**src/rtl/spa_pkg.sv**
```systemverilog
package spa_pkg;

  localparam int DLY_W = 16;
  localparam int NCLS  = 5;
  localparam int AW    = 3;

  // Class codes double as read addresses of the class counters.
  typedef enum logic [AW-1:0] {
    CLS_EROSION  = 3'd0,
    CLS_ARC      = 3'd1,
    CLS_OPEN     = 3'd2,
    CLS_SHORT    = 3'd3,
    CLS_ABNORMAL = 3'd4
  } cls_e;

  localparam logic [AW-1:0] ADDR_DLY_LO = 3'd5;
  localparam logic [AW-1:0] ADDR_DLY_HI = 3'd6;
  localparam logic [AW-1:0] ADDR_ONT_LO = 3'd0;
  localparam logic [AW-1:0] ADDR_ONT_HI = 3'd1;

  // Saturating step of the delay counter.
  function automatic logic [DLY_W-1:0] dly_step(input logic [DLY_W-1:0] v);
    return (v == {DLY_W{1'b1}}) ? v : v + 1'b1;
  endfunction

  // Class decision, earliest rule wins.
  function automatic cls_e classify(input logic [DLY_W-1:0] dly,
                                    input logic [DLY_W-1:0] on_ticks,
                                    input logic             lo_seen,
                                    input logic             broke,
                                    input logic             mid_seen);
    if (!lo_seen)                      return CLS_SHORT;
    else if (!broke || dly >= on_ticks) return CLS_OPEN;
    else if (dly == '0)                return CLS_ARC;
    else if (!mid_seen)                return CLS_ABNORMAL;
    else                               return CLS_EROSION;
  endfunction

endpackage

```
**src/rtl/spa_gap_meter.sv**
```systemverilog
module spa_gap_meter
  import spa_pkg::*;
(
  input  logic             clk,
  input  logic             rst_n,
  input  logic             pulse_on,
  input  logic             above_lo,
  input  logic             above_mid,
  input  logic             above_hi,
  input  logic [DLY_W-1:0] on_ticks,
  output logic             ev_start,
  output logic             ev_end,
  output cls_e             ev_cls,
  output logic [DLY_W-1:0] run_cnt,
  output logic             broke,
  output logic             lo_seen,
  output logic [DLY_W-1:0] dly_hold
);

  logic             pa_q;
  logic             mid_seen;
  logic [DLY_W-1:0] cnt_b, cnt_n;
  logic             brk_b, brk_n, lo_b, lo_n, mid_b, mid_n;

  assign ev_start = pulse_on && !pa_q;
  assign ev_end   = pa_q && !pulse_on;
  assign ev_cls   = classify(run_cnt, on_ticks, lo_seen, broke, mid_seen);

  always_comb begin
    cnt_b = ev_start ? '0   : run_cnt;
    brk_b = ev_start ? 1'b0 : broke;
    lo_b  = ev_start ? 1'b0 : lo_seen;
    mid_b = ev_start ? 1'b0 : mid_seen;
    cnt_n = cnt_b;
    brk_n = brk_b;
    lo_n  = lo_b;
    mid_n = mid_b;
    if (pulse_on) begin
      lo_n = lo_b | above_lo;
      if (!brk_b && above_hi) begin
        cnt_n = dly_step(cnt_b);
      end else begin
        brk_n = 1'b1;
        mid_n = mid_b | above_mid;
      end
    end
  end

  always_ff @(posedge clk) begin
    if (!rst_n) begin
      pa_q     <= 1'b0;
      run_cnt  <= '0;
      broke    <= 1'b0;
      lo_seen  <= 1'b0;
      mid_seen <= 1'b0;
      dly_hold <= '0;
    end else begin
      pa_q     <= pulse_on;
      run_cnt  <= cnt_n;
      broke    <= brk_n;
      lo_seen  <= lo_n;
      mid_seen <= mid_n;
      if (ev_end) dly_hold <= run_cnt;
    end
  end

endmodule

```
**src/rtl/spa_class_bank.sv**
```systemverilog
module spa_class_bank #(
  parameter int NUM   = 5,
  parameter int CNT_W = 8
) (
  input  logic                      clk,
  input  logic                      rst_n,
  input  logic [NUM-1:0]            inc,
  input  logic [NUM-1:0]            clr,
  output logic [NUM-1:0][CNT_W-1:0] cnt
);

  localparam logic [CNT_W-1:0] TOP = {CNT_W{1'b1}};
  localparam logic [CNT_W-1:0] ONE = CNT_W'(1);

  for (genvar g = 0; g < NUM; g++) begin : g_cnt
    always_ff @(posedge clk) begin
      if (!rst_n) begin
        cnt[g] <= '0;
      end else if (inc[g]) begin
        if (clr[g])             cnt[g] <= ONE;
        else if (cnt[g] != TOP) cnt[g] <= cnt[g] + ONE;
      end else if (clr[g]) begin
        cnt[g] <= '0;
      end
    end
  end

endmodule

```
**src/rtl/spa_host_port.sv**
```systemverilog
module spa_host_port
  import spa_pkg::*;
#(
  parameter int               NUM       = 5,
  parameter int               CNT_W     = 8,
  parameter logic [DLY_W-1:0] ONT_RESET = DLY_W'(20)
) (
  input  logic                      clk,
  input  logic                      rst_n,
  input  logic [AW-1:0]             addr,
  input  logic                      rd,
  input  logic                      wr,
  input  logic [7:0]                wdata,
  input  logic [NUM-1:0][CNT_W-1:0] cnt,
  input  logic [DLY_W-1:0]          dly_hold,
  output logic [7:0]                rdata,
  output logic [DLY_W-1:0]          on_ticks,
  output logic [NUM-1:0]            clr
);

  logic [7:0] hi_snap;
  logic [7:0] sel;

  for (genvar g = 0; g < NUM; g++) begin : g_clr
    assign clr[g] = rd && (addr == AW'(g));
  end

  always_comb begin
    sel = '0;
    for (int i = 0; i < NUM; i++) begin
      if (addr == AW'(i)) sel = 8'(cnt[i]);
    end
    if (addr == ADDR_DLY_LO) sel = dly_hold[7:0];
    if (addr == ADDR_DLY_HI) sel = hi_snap;
  end

  always_ff @(posedge clk) begin
    if (!rst_n) begin
      rdata    <= '0;
      hi_snap  <= '0;
      on_ticks <= ONT_RESET;
    end else begin
      if (rd) rdata <= sel;
      if (rd && addr == ADDR_DLY_LO) hi_snap <= dly_hold[15:8];
      if (wr && addr == ADDR_ONT_LO) on_ticks[7:0]  <= wdata;
      if (wr && addr == ADDR_ONT_HI) on_ticks[15:8] <= wdata;
    end
  end

endmodule

```
**src/rtl/spark_pulse_analyzer.sv**
```systemverilog
module spark_pulse_analyzer
  import spa_pkg::*;
#(
  parameter int               CNT_W     = 8,
  parameter logic [DLY_W-1:0] ONT_RESET = DLY_W'(20)
) (
  input  logic       clk,
  input  logic       rst_n,
  input  logic       pulse_on_i,
  input  logic       gap_above_lo_i,
  input  logic       gap_above_mid_i,
  input  logic       gap_above_hi_i,
  input  logic [2:0] host_addr_i,
  input  logic       host_rd_i,
  input  logic       host_wr_i,
  input  logic [7:0] host_wdata_i,
  output logic [7:0] host_rdata_o
);

  logic                       ev_start, ev_end;
  cls_e                       ev_cls;
  logic [DLY_W-1:0]           run_cnt, dly_hold, on_ticks;
  logic                       broke, lo_seen;
  logic [NCLS-1:0]            inc_vec, clr_vec;
  logic [NCLS-1:0][CNT_W-1:0] cls_cnt;

  spa_gap_meter u_meter (
    .clk      (clk),
    .rst_n    (rst_n),
    .pulse_on (pulse_on_i),
    .above_lo (gap_above_lo_i),
    .above_mid(gap_above_mid_i),
    .above_hi (gap_above_hi_i),
    .on_ticks (on_ticks),
    .ev_start (ev_start),
    .ev_end   (ev_end),
    .ev_cls   (ev_cls),
    .run_cnt  (run_cnt),
    .broke    (broke),
    .lo_seen  (lo_seen),
    .dly_hold (dly_hold)
  );

  always_comb begin
    for (int i = 0; i < NCLS; i++) begin
      inc_vec[i] = ev_end && (ev_cls == cls_e'(i));
    end
  end

  spa_class_bank #(.NUM(NCLS), .CNT_W(CNT_W)) u_bank (
    .clk  (clk),
    .rst_n(rst_n),
    .inc  (inc_vec),
    .clr  (clr_vec),
    .cnt  (cls_cnt)
  );

  spa_host_port #(.NUM(NCLS), .CNT_W(CNT_W), .ONT_RESET(ONT_RESET)) u_host (
    .clk     (clk),
    .rst_n   (rst_n),
    .addr    (host_addr_i),
    .rd      (host_rd_i),
    .wr      (host_wr_i),
    .wdata   (host_wdata_i),
    .cnt     (cls_cnt),
    .dly_hold(dly_hold),
    .rdata   (host_rdata_o),
    .on_ticks(on_ticks),
    .clr     (clr_vec)
  );

endmodule

```
**config.mk**
```make
export PLATFORM = sky130hd
export DESIGN_NAME = spark_pulse_analyzer
export DESIGN_NICKNAME = d
export VERILOG_FILES = /design/src/rtl/spa_pkg.sv /design/src/rtl/spa_gap_meter.sv /design/src/rtl/spa_class_bank.sv /design/src/rtl/spa_host_port.sv /design/src/rtl/spark_pulse_analyzer.sv
export SDC_FILE = /design/constraint.sdc
export NUM_CORES = 1
export LEC_CHECK = 0
export ABC_AREA = 1
export BUFFER_PORTS_ARGS = -buffer_cell sky130_fd_sc_hd__buf_2
export CORE_ASPECT_RATIO = 1.2
export CORE_MARGIN = 4
export CORE_UTILIZATION = 52
export CTS_BUF_LIST = sky130_fd_sc_hd__clkbuf_16
export CTS_CLUSTER_DIAMETER = 80
export CTS_CLUSTER_SIZE = 28
export DETAILED_ROUTE_END_ITERATION = 12
export PLACE_DENSITY = 0.84
export SETUP_SLACK_MARGIN = 0.15
export SLEW_MARGIN = 5
export SYNTH_ARGS = -nofsm -noshare
export SYNTH_HDL_FRONTEND = slang
export SYNTH_SLANG_ARGS = --single-unit
```
**constraint.sdc**
```tcl
create_clock -name clk -period 2.1 [get_ports clk]
set_clock_uncertainty 0.2 [all_clocks]
set_input_delay 0.63 -clock clk [delete_from_list [all_inputs] [get_ports clk]]
set_output_delay 0.63 -clock clk [all_outputs]
set_load 0.005 [all_outputs]
```
* Word-level counts from Yosys, hierarchy flattened
Cells that the tools add are included.
** Storage, ports and cells
- Bits in registers :: 108
- Output and inout port bits :: 8
- Word-level logic and storage cells :: 122
** Cells by class
- Order comparisons :: 1
- Bitwise operators :: 2
- Reductions and logical operators :: 39
- Eq/ne operators :: 16
- Mux-type cells :: 43
- $add $sub $neg :: 6
** Operator list (count)
- 2-to-1 mux 8 bit :: 27
- 2-to-1 mux 16 bit :: 4
- adder 8 x 1 -> 8 bit (second input constant) :: 5
- inequality test 8 bit (second input constant) :: 5
- nonzero test 2 bit :: 10
- adder 16 x 1 -> 16 bit (second input constant) :: 1
- equality test 16 bit (second input constant) :: 1
- >= comparator 16 bit :: 1
- logical AND 1 bit :: 16
- zero test 16 bit :: 1
- equality test 3 x 2 -> 1 bit (second input constant) :: 4
- equality test 3 bit (second input constant) :: 4
- 2-to-1 mux 3 bit :: 4
- AND reduction 2 bit :: 5
- 2-to-1 mux 1 bit :: 8
- equality test 3 x 1 -> 1 bit (second input constant) :: 2
- zero test 3 bit :: 2
- zero test 1 bit :: 4
- bitwise OR 1 bit :: 2
- logical OR 1 bit :: 1

* Depth between registers and ports, before layout
Gate-level depths: netlist of run 1.
- Depth after elaboration :: 8
- Mapped depth :: 17

* Hierarchy
From an unflattened synthesis of run 1, not the netlist that was laid out.
** Unflattened totals
- Cell total of the unflattened synthesis :: 943
- Area total of the unflattened synthesis :: 6217.2 sq um
** By module, submodules not included
- spa_class_bank :: area each 2235.9 sq um, instances 1, cells an instance 337, sequential area each 800.8 sq um
- spa_gap_meter :: area each 2203.4 sq um, instances 1, cells an instance 325, sequential area each 720.7 sq um
- spa_host_port :: area each 1722.9 sq um, instances 1, cells an instance 267, sequential area each 640.6 sq um
- spark_pulse_analyzer :: area each 55.1 sq um, instances 1, cells an instance 14, sequential area each 0.0 sq um

* Worst setup path after synthesis of run 1
Ideal clock, no wire load.
- Path kind :: in2reg
- From :: in pulse_on_i
- To :: reg u_meter.run_cnt[14]
- Data required time :: 1.842 ns
- Stages on the path :: 13
- Path buffers :: 0
- Slack :: -0.195 ns
- Data arrival time :: 2.037 ns
- Path through :: inv_2 > nor2_8 > nor2_1 > ha_1 > nand3_1 > nor2_1 > inv_1 > nor2_2 > nand3_1 > nor3_2 > nand3_1 > a21oi_1 > o21a_1
** On the way
- Cells in the longest elaborated chain, start to end :: 6
- Elaborated cells on any way between the ends :: 10
** RTL lines
- start: declaration :: line spark_pulse_analyzer.sv:9 : input logic pulse_on_i,
- logical AND 1 bit :: line spa_gap_meter.sv:25 : assign ev_start = pulse_on && !pa_q;
- 2-to-1 mux 16 bit or 2-to-1 mux 1 bit (tied branches) :: line spa_gap_meter.sv:30, spa_gap_meter.sv:31
- adder 16 x 1 -> 16 bit, or another cell as far along :: line spa_pkg.sv:23 : return (v == {DLY_W{1'b1}}) ? v : v + 1'b1;
- 2-to-1 mux 16 bit or logical AND 1 bit (tied branches) :: line spa_pkg.sv:23, spa_gap_meter.sv:40
- 2-to-1 mux 16 bit :: line spa_gap_meter.sv:40 : if (!brk_b && above_hi) begin
- 2-to-1 mux 16 bit * :: line spa_gap_meter.sv:38 : if (pulse_on) begin
- end signal: assignment :: line spa_gap_meter.sv:59 : run_cnt <= cnt_n;
- end: declaration :: line spa_gap_meter.sv:14 : output logic [DLY_W-1:0] run_cnt,
Every way passes the cells marked *; elsewhere a longest branch is shown, timed or not.
A chain may end at the register's enable or synchronous reset.

* Final worst setup path of run 1
- From :: reg u_host.on_ticks[15]
- To :: reg u_bank.cnt[6] (netlist bit)
** On the way
- Cells in the longest elaborated chain, start to end :: 8
- Elaborated cells on any way between the ends :: 9
** RTL lines
- start: declaration :: line spa_host_port.sv:17 : output logic [DLY_W-1:0] on_ticks,
- start signal: assignment :: line spa_host_port.sv:46 : if (wr && addr == ADDR_ONT_HI) on_ticks[15:8] <= wdata;
- >= comparator 16 bit * :: line spa_pkg.sv:33 : else if (!broke || dly >= on_ticks) return CLS_OPEN;
- logical OR 1 bit * :: line spa_pkg.sv:33
- 2-to-1 mux 3 bit * :: line spa_pkg.sv:33
- 2-to-1 mux 3 bit * :: line spa_pkg.sv:32 : if (!lo_seen) return CLS_SHORT;
- zero test 3 bit * :: line spark_pulse_analyzer.sv:46 : inc_vec[i] = ev_end && (ev_cls == cls_e'(i));
- logical AND 1 bit * :: line spark_pulse_analyzer.sv:46
- nonzero test 2 bit (no source line)
- AND reduction 2 bit (no source line)
- end signal: indexed assignment :: line spa_class_bank.sv:18 : cnt[g] <= '0;
- end signal: indexed assignment :: line spa_class_bank.sv:20 : if (clr[g]) cnt[g] <= ONE;
- end signal: indexed assignment :: line spa_class_bank.sv:23 : cnt[g] <= '0;
- end: declaration :: line spa_class_bank.sv:9 : output logic [NUM-1:0][CNT_W-1:0] cnt
Marks and branches as above.

==> results of run 1 <==
critical path: stages, from the launching register on:
cell,delay (ns)
dfxtp_2,0.33
inv_2,0.05
ha_4,0.15
nor2_2,0.16
nand2_2,0.09
o21bai_4,0.17
a21oi_2,0.17
buf_12,0.16
nand4_1,0.13
buf_6,0.18
nor2_4,0.15
nand3_1,0.10
a21oi_1,0.13
placed cells by master (no fill, tap or decap), types with 4 or more instances in the layout:
cell,synthesis,layout
a211oi_1,4,4
a21oi_1,90,73
a21oi_2,2,18
buf_12,1,4
buf_2,0,26
buf_4,0,123
buf_6,0,14
clkbuf_16,0,9
dfxtp_1,108,92
dfxtp_2,0,13
ha_1,22,9
ha_4,0,13
inv_1,116,98
inv_2,4,15
inv_6,0,4
nand2_1,149,115
nand2_2,6,29
nand2_4,3,13
nand3_1,55,42
nand3_2,1,11
nand4_1,17,17
nor2_1,101,74
nor2_2,8,20
nor2_4,5,22
nor3_1,9,4
nor3_2,3,6
o211ai_1,4,4
o21ai_0,78,71
o21ai_1,6,10
xor2_1,8,8
report_power, final:
| part | switching, mW | total [mW] | internal [mW] |
|---|---|---|---|
| sequential | 0.0353 | 2.13 | 2.10 |
| combinational | 0.323 | 0.549 | 0.226 |
| clock | 0.872 | 1.82 | 0.948 |
| total | 1.23 | 4.50 | 3.27 |
through the flow:
step	std cells	area, sq um	setup slack [ns]	util (%)
2_1_floorplan	854	5974	-0.09856	-
3_3_place_gp	1127	7101	-0.3630	64.04
3_5_place_dp	1127	7101	-0.4280	64.04
4_1_cts	1158	7964	-0.04962	71.82
5_1_grt	1174	8391	-0.2148	75.67
6_report	1174	8391	-0.1478	75.67
state kept, by name, summed over array words and instances (netlist names):
register	cells
u_bank.cnt	40
u_host.hi_snap	8
u_host.on_ticks	16
u_host.rdata	8
u_meter.broke	1
u_meter.dly_hold	16
u_meter.lo_seen	1
u_meter.mid_seen	1
u_meter.pa_q	1
u_meter.run_cnt	16
how the worst max path moves through the flow:
stage                                     startpoint                              to  cells past startpoint
finish              u_host.on_ticks[15]$_SDFFE_PN0P_      u_bank.cnt[6]$_SDFFE_PN0P_                     12
floorplan                                 pulse_on_i  u_meter.run_cnt[14]$_SDFF_PN0_                     13
detailed placement                        pulse_on_i  u_meter.run_cnt[14]$_SDFF_PN0_                     14
CTS                 u_host.on_ticks[11]$_SDFFE_PN0P_     u_bank.cnt[14]$_SDFFE_PN0P_                     12
global route        u_host.on_ticks[15]$_SDFFE_PN0P_     u_bank.cnt[11]$_SDFFE_PN0P_                     14
global placement                          pulse_on_i  u_meter.run_cnt[14]$_SDFF_PN0_                     14
kinds of logic (layout without fill, tap and decap cells):
family	after synthesis	count (layout)	synth area share (%)
AND/OR/NAND/NOR	373	375	29.40
AO/OA/AOI/OAI	204	204	18.98
buffers and inverters	139	303	9.120
flip-flops	108	108	36.65
adder cells (fa/ha/maj)	22	22	4.666
XOR/XNOR	8	8	1.188
layer usage:
layer | global-route usage [%] | vias up | part of all wire (%)
met1 | 32.32 | 3116 | 38
met5 | 0 | - | 0
met2 | 49.44 | 380 | 49
met3 | 5.754 | 95 | 6.6
li1 | - | 3159 | -
met4 | 19.00 | 0 | 5.8
repair_timing:
| action | in CTS | in global routing |
|---|---|---|
| setup buffers | 13 | 16 |
| endpoints found under the setup margin | 52 | 70 |
| cloned | 2 | 0 |
| gates resized for setup | 107 | 88 |
| pin swaps | 54 | 46 |
layout make-up:
class,instances,area (sq um)
multi-input cells,609,3919
fillers,678,2698
flip-flops and latches,108,2190
repair buffers,167,1291
inverters,120,489.2
clock buffers,9,225.2
well taps,154,192.7
clock inverters,7,83.83
==> flow_summary_export.csv, run 1 <==
group,metric,value,unit
synth,synth_seq_cells,108,
critical_path,r2r_slack,-0.15,ns
detailed_routing,wl_per_cell,17.27,um
synth,syn_area,5899,sq um
placed_design,hpwl,12200,um
floorplan,fp-row-count,42,
detailed_routing,firstDrtPassIters,7,
clock_tree,cts_root_buffer,"clkbuf_16",
critical_path,end_kind,"flop",
synth,yosysWarningCount,0,
sta,report.final.slew_viol_count,0,
synth,synthCells,854,
sta,rsz0062_at_grt,"yes",
placed_design,gp_congestion,0.9445,
synth,synth_most_common_cell,"nand2_1",
synth,yosysTopAreaCellShare,36.65,%
critical_path,crit_arrival,2.34,ns
detailed_routing,ant_nets,0,
grt,grt_pass1_vias,6450,
synth,yosys-top-cells-count,"149 x nand2_1, 116 x inv_1, 108 x dfxtp_1",
sta,max_freq,0.4449,GHz
clock_tree,path_clk_slew,0.09,ns
synth,ys.flop_type,"dfxtp_1",
detailed_routing,route.vias.total,6750,
clock_tree,cts_tree,"done",
floorplan,fp.dieW,105.2,um
grt,grtUsageTotal,28.96,%
critical_path,crit_type,"reg -> reg",
min_path,min_from,"u_host.hi_snap[4]$_SDFFE_PN0P_",
critical_path,worstRegToRegCells,12,
grt,grt.overflow.total,0,
sta,hold_ws,0.2492,ns
status,violations,"setup timing",
clock_tree,numCtsBuffers,9,
grt,grt_max_degree,78,
sta,finalCritPeriodShare,107.0,%
power,power,4.502,mW
critical_path,r2r-start,"u_host.on_ticks[15]$_SDFFE_PN0P_",
critical_path,crit_required,2.19,ns
job,maxCapViolCount,0,
floorplan,initial_core_util,53.20,%
detailed_routing,routed_wirelength,20280,um
synth,syn_area_per_cell,6.908,sq um
clock_tree,hold_buffers,0,
power,powerDensity,536.6,nW/um^2
sta,hold_viol,0,
status,status,"finished, violations left",
detailed_routing,via_per_inst,5.750,
power,ir_drop,406.8,uV
critical_path,worstReg2RegEnd,"u_bank.cnt[6]$_SDFFE_PN0P_",
clock_tree,cts.sinks,108,
sta,tightest_slew,0.8358,ns
synth,synthTopCellsByArea,"dfxtp_1 37%, nand2_1 9.5%, a21oi_1 7.6%",
detailed_routing,drc,0,
sta,setup_ws,-0.1478,ns
synth,ys_seq_area_share,36.65,%
synth,yosysTopAreaCell,"dfxtp_1",
synth,syn_nets,895,
synth,yosysUniqueCellTypes,47,
synth,synth_edf_count,0,
floorplan,die_h,124.7,um
min_path,hold_depth,2,
clock_tree,cts_buffer_depth,2,
clock_tree,cts_max_level,3,
final_layout,drive_above_1_share,36.47,%
sta,setup_violations,38,
final_layout,final_nets,1056,
sta,tns,-2.790,ns
min_path,hold_path.class,"reg -> reg",
final_layout,area_delta_synth_final,42.23,%
sta,relSlewSlack,44.22,%
critical_path,worst-path-max-fanout,6,
floorplan,dieArea,13120,sq um
placed_design,io_buffers,26,
floorplan,pin_count,27,
min_path,hold_path_end,"u_host.hi_snap[4]$_SDFFE_PN0P_",
synth,async_flop_share,0,%
power,p_leak,3.421,nW
clock_tree,insertion_delay,0.37,ns
grt,grt_pass1_wl,30930,um
sta,fin_crit,2.248,ns
detailed_routing,drtIter0Drc,671,
critical_path,critPathLaunchType,"flop",
grt,antenna_found_initial,0,
floorplan,core_area,11090,sq um
final_layout,diodes,0,
Note: power is estimated with default switching activity, not from simulation.
==> run 2, diff against run 1 <==
Settings changed: PLACE_DENSITY 0.84 to not set, PLACE_DENSITY_LB_ADDON set to 0.25, SKIP_LAST_GASP set to 1.
==> run 2 against run 1 <==
Cell area grew 1.1%. Highest routed layer unchanged. Combinational power about the same. The run still ends with setup timing left. Critical path depth shrank 1. Maximum frequency up 0.56%.
==> flow_summary_export.csv, run 2 (same netlist as run 1, synthesis figures left out) <==
group,metric,value,unit
status,status,"finished, violations left",
status,violations,"setup timing",
job,maxCapViolCount,0,
floorplan,fp-row-count,42,
critical_path,crit_start,"u_host.on_ticks[14]$_SDFFE_PN0P_",
sta,hold_ws,0.2490,ns
clock_tree,cts_buffer_depth,2,
final_layout,fill_cells,794,
detailed_routing,ant_nets,0,
detailed_routing,firstDrtPassIters,6,
floorplan,pin_count,27,
floorplan,core_area,11090,sq um
clock_tree,cts.sinks,108,
sta,fin_crit,2.235,ns
grt,grt_pass1_vias,6028,
power,p_leak,3.464,nW
sta,relSlewSlack,71.06,%
detailed_routing,drc,0,
sta,hold_viol,0,
clock_tree,path_clk_slew,0.07,ns
clock_tree,insertion_delay,0.37,ns
final_layout,final_nets,1057,
floorplan,dieArea,13120,sq um
grt,grt_pass1_wl,28900,um
final_layout,regMostFlops,"u_bank.cnt",
critical_path,crit_required,2.16,ns
sta,max_freq,0.4474,GHz
detailed_routing,route.vias.total,6572,
grt,grt.overflow.total,0,
grt,grt_max_degree,33,
critical_path,r2r-start,"u_host.on_ticks[14]$_SDFFE_PN0P_",
critical_path,crit_type,"reg -> reg",
placed_design,placed_cells,1140,
final_layout,largest_reg_flops,40,
critical_path,crit_arrival,2.29,ns
sta,setup_violations,32,
final_layout,final_common_cell,"buf_4",
power,powerDensity,523.8,nW/um^2
power,ir_drop,408.3,uV
min_path,hold_path.class,"reg -> reg",
detailed_routing,wl_per_cell,16.68,um
placed_design,hpwl,12640,um
sta,setup_ws,-0.1353,ns
placed_design,gp_congestion,0.9713,
sta,report.final.slew_viol_count,0,
detailed_routing,via_per_inst,5.593,
grt,grtUsageTotal,27.08,%
critical_path,end_kind,"flop",
final_layout,diodes,0,
sta,rsz0062_at_grt,"yes",
critical_path,critPathLaunchType,"flop",
floorplan,fp.dieW,105.2,um
min_path,min_from,"u_host.hi_snap[6]$_SDFFE_PN0P_",
placed_design,place_ws,-0.4313,ns
final_layout,final_cells,1175,
critical_path,worst-path-max-fanout,8,
sta,tightest_slew,0.4308,ns
sta,tns,-2.110,ns
power,power,4.442,mW
clock_tree,hold_buffers,0,
detailed_routing,drtIter0Drc,410,
clock_tree,numCtsBuffers,9,
detailed_routing,routed_wirelength,19600,um
sta,finalCritPeriodShare,106.4,%
final_layout,final_cell_mix,"129 x buf_4, 117 x nand2_1, 100 x inv_1",
placed_design,io_buffers,26,
clock_tree,cts_max_level,3,
floorplan,initial_core_util,53.20,%
final_layout,area_delta_synth_final,43.78,%
clock_tree,cts_tree,"done",
floorplan,die_h,124.7,um
final_layout,drive_above_1_share,37.12,%
clock_tree,cts_root_buffer,"clkbuf_16",
grt,antenna_found_initial,0,
run 2: cell count changes in the layout (fill, tap and decap cells not counted), sizes merged:
cell | previous run | this run
clkinvlp | 2 | 1
clkinv | 3 | 2
buf | 167 | 168
inv | 121 | 123
run 2: worst max-delay path: stages (launching register included):
cell	delay, ns
dfxtp_1	0.33
inv_1	0.09
ha_4	0.30
nand2_4	0.08
nor4_4	0.32
nand2_4	0.17
nand2_4	0.12
nand3b_1	0.12
nand2_4	0.16
inv_8	0.07
a21oi_2	0.10
nor2_1	0.04
run 2: metrics by stage:
stage / utilization (%) / cell area (sq um)
final: 76.50 / 8482
after global routing: 76.50 / 8482
after CTS: 71.44 / 7921
after detailed placement: 64.80 / 7186
after global placement: 64.80 / 7186
after floorplan: - / 5974
run 2: per-layer routing:
metal	vias to the layer above	track usage [%]	part of all wire, %
met1	3104	31.48	38
met2	222	46.73	52
met3	83	5.340	4.8
li1	3163	-	-
met4	0	13.82	5.1
met5	-	0	0
run 2: worst paths after layout:
path / endpoint / slack, ns / depth (start not counted)
hold / removal: u_host.hi_snap[6]$_SDFFE_PN0P_ / 0.25 / 2
hold reg to reg: u_host.hi_snap[6]$_SDFFE_PN0P_ / 0.25 / 2
setup reg to reg: u_bank.cnt[18]$_SDFFE_PN0P_ / -0.14 / 11
setup / recovery: u_bank.cnt[18]$_SDFFE_PN0P_ / -0.14 / 11
run 2: what timing repair did:
action,in CTS,in global routing
gates resized for setup,95,117
buffers inserted,7,10
setup endpoints to repair,53,68
cloned,2,0
pin swaps,41,49
run 2: area by class of cell:
class                      instances  area, sq um  area share (%)
tap                              154        192.7           2.272
clock buffer                       9        225.2           2.655
sequential                       108         2183           25.74
inverter                         120        484.2           5.709
multi-input combinational        609         4030           47.51
clock inverter                     7        71.32          0.8408
timing repair buffer             168         1295           15.27
run 2: report_power, final:
part	total, mW	switching [mW]	internal [mW]
sequential	2.13	0.0341	2.10
clock	1.77	0.834	0.931
combinational	0.546	0.318	0.229
total	4.44	1.19	3.26
==> run 3, diff against run 2 <==
Settings changed: CTS_BUF_LIST sky130_fd_sc_hd__clkbuf_16 to sky130_fd_sc_hd__clkbuf_4 sky130_fd_sc_hd__clkbuf_8, PLACE_DENSITY set to 0.77, PLACE_DENSITY_LB_ADDON 0.25 to not set.
==> run 3 against run 2 <==
The run still ends with setup timing left. Sequential share of layout area rose by 1.1 points. Sequential power barely moved. Via count fell by 3.3%. Setup slack got worse by 0.053 ns. Cell area fell by 3.9%. Global-route usage fell by 1.3 points. Utilization fell by 3.0 points. Register-to-register slack got worse by 0.05 ns. Critical path depth rose by 3. Maximum frequency fell by 2.3%. Routed wire length fell by 7.7%. Largest cell class unchanged. Largest power group unchanged. Highest routed layer unchanged.
==> flow_summary_export.csv, run 3 (same netlist as run 1, synthesis figures left out) <==
group,metric,value,unit
power,power,3.926,mW
detailed_routing,wl_per_cell,15.51,um
detailed_routing,via_per_inst,5.449,
final_layout,final_nets,1048,
clock_tree,path_clk_slew,0.11,ns
placed_design,place_area,7091,sq um
clock_tree,cts.sinks,108,
min_path,hold_depth,2,
sta,tightest_slew,0.4694,ns
sta,report.final.slew_viol_count,0,
clock_tree,numCtsBuffers,9,
grt,grtUsageTotal,25.78,%
final_layout,final_common_cell,"nand2_1",
critical_path,end_kind,"flop",
sta,rsz0062_at_grt,"yes",
detailed_routing,ant_nets,0,
final_layout,design_area,8149,sq um
critical_path,crit_arrival,2.42,ns
final_layout,drive_above_1_share,34.39,%
clock_tree,insertion_delay,0.40,ns
floorplan,fp-row-count,42,
sta,max_freq,0.4370,GHz
placed_design,io_buffers,26,
critical_path,crit_type,"reg -> reg",
sta,relSlewSlack,68.47,%
floorplan,core_area,11090,sq um
detailed_routing,drtIter0Drc,413,
detailed_routing,firstDrtPassIters,7,
sta,setup_violations,34,
final_layout,diodes,0,
floorplan,fp.dieW,105.2,um
status,violations,"setup timing",
detailed_routing,drc,0,
critical_path,worstRegToRegCells,14,
floorplan,die_h,124.7,um
detailed_routing,routed_wirelength,18090,um
status,status,"finished, violations left",
sta,setup_ws,-0.1881,ns
grt,antenna_found_initial,0,
clock_tree,cts_tree,"done",
clock_tree,cts_root_buffer,"clkbuf_8",
grt,grt_pass1_vias,5996,
critical_path,crit_required,2.23,ns
final_layout,regMostFlops,"u_bank.cnt",
clock_tree,cts_buffer_depth,2,
floorplan,dieArea,13120,sq um
detailed_routing,route.vias.total,6354,
power,powerDensity,481.8,nW/um^2
power,p_leak,3.376,nW
critical_path,worst-path-max-fanout,5,
floorplan,pin_count,27,
final_layout,area_delta_synth_final,38.13,%
clock_tree,hold_buffers,0,
placed_design,gp_congestion,0.9153,
power,ir_drop,402.1,uV
grt,grt_pass1_wl,27690,um
final_layout,largest_reg_flops,40,
job,maxCapViolCount,0,
grt,grt_max_degree,33,
grt,grt.overflow.total,0,
critical_path,critPathLaunchType,"flop",
clock_tree,cts_max_level,3,
final_layout,final_cells,1166,
placed_design,placed_cells,1129,
min_path,hold_path.class,"reg -> reg",
sta,fin_crit,2.288,ns
final_layout,final_cell_mix,"126 x nand2_1, 118 x buf_4, 103 x inv_1",
placed_design,hpwl,12360,um
sta,finalCritPeriodShare,109.0,%
sta,hold_viol,0,
floorplan,initial_core_util,53.20,%
## run 3: metal layers
metal,up-vias,wire length [um],global-route usage [%]
met5,-,0,0
met4,0,675,11.81
met3,52,833,5.443
met2,202,9383,45.42
met1,2953,7194,29.47
li1,3147,-,-
## run 3: final cells by class
cell class                      instances  area (sq um)
Clock buffer                           10         131.4
Tap cell                              154         192.7
Timing Repair Buffer                  160          1237
Fill cell                             779          2939
Sequential cell                       108          2186
Clock inverter                          6         53.80
Multi-Input combinational cell        608          3871
Inverter                              120         476.7
## run 3: worst paths after layout
check / endpoint / from / slack, ns
max: u_bank.cnt[9]$_SDFFE_PN0P_ / u_host.on_ticks[15]$_SDFFE_PN0P_ / -0.19
min reg2reg: u_host.hi_snap[6]$_SDFFE_PN0P_ / u_host.hi_snap[6]$_SDFFE_PN0P_ / 0.26
min: u_host.hi_snap[6]$_SDFFE_PN0P_ / u_host.hi_snap[6]$_SDFFE_PN0P_ / 0.26
max reg2reg: u_bank.cnt[9]$_SDFFE_PN0P_ / u_host.on_ticks[15]$_SDFFE_PN0P_ / -0.19
## run 3: through the flow
stage | hold WS (ns) | setup WS [ns] | util (%) | setup TNS, ns
floorplan | 0.2245 | -0.09856 | - | -0.5313
global placement | 0.2325 | -0.3662 | 63.95 | -12.43
detailed placement | 0.2407 | -0.4076 | 63.95 | -14.32
CTS | 0.2520 | -0.1240 | 69.34 | -1.411
global route | 0.2722 | -0.2831 | 73.49 | -6.796
finish | 0.2554 | -0.1881 | 73.49 | -2.924
## run 3: critical path, cell delays in order (launching register included)
cell,delay (ns)
dfxtp_2,0.34
inv_2,0.05
ha_4,0.26
nand2_2,0.05
nand2_1,0.05
o21bai_4,0.17
a21oi_4,0.15
buf_12,0.13
buf_12,0.10
buf_6,0.09
nand3_4,0.09
nor2_4,0.18
buf_6,0.13
nand4_1,0.08
a21oi_1,0.15
## run 3: timing repair
item,4_1_cts,5_1_grt
gates resized for setup,68,109
setup endpoints to repair,56,58
pin swaps,38,51
gates cloned,1,0
setup buffers,15,5
## run 3: power by group
part | total (mW) | leakage (nW) | internal, mW | switching, mW
clock network | 1.28 | 0.0989 | 0.474 | 0.805
logic | 0.515 | 2.39 | 0.214 | 0.301
registers | 2.13 | 0.884 | 2.10 | 0.0332
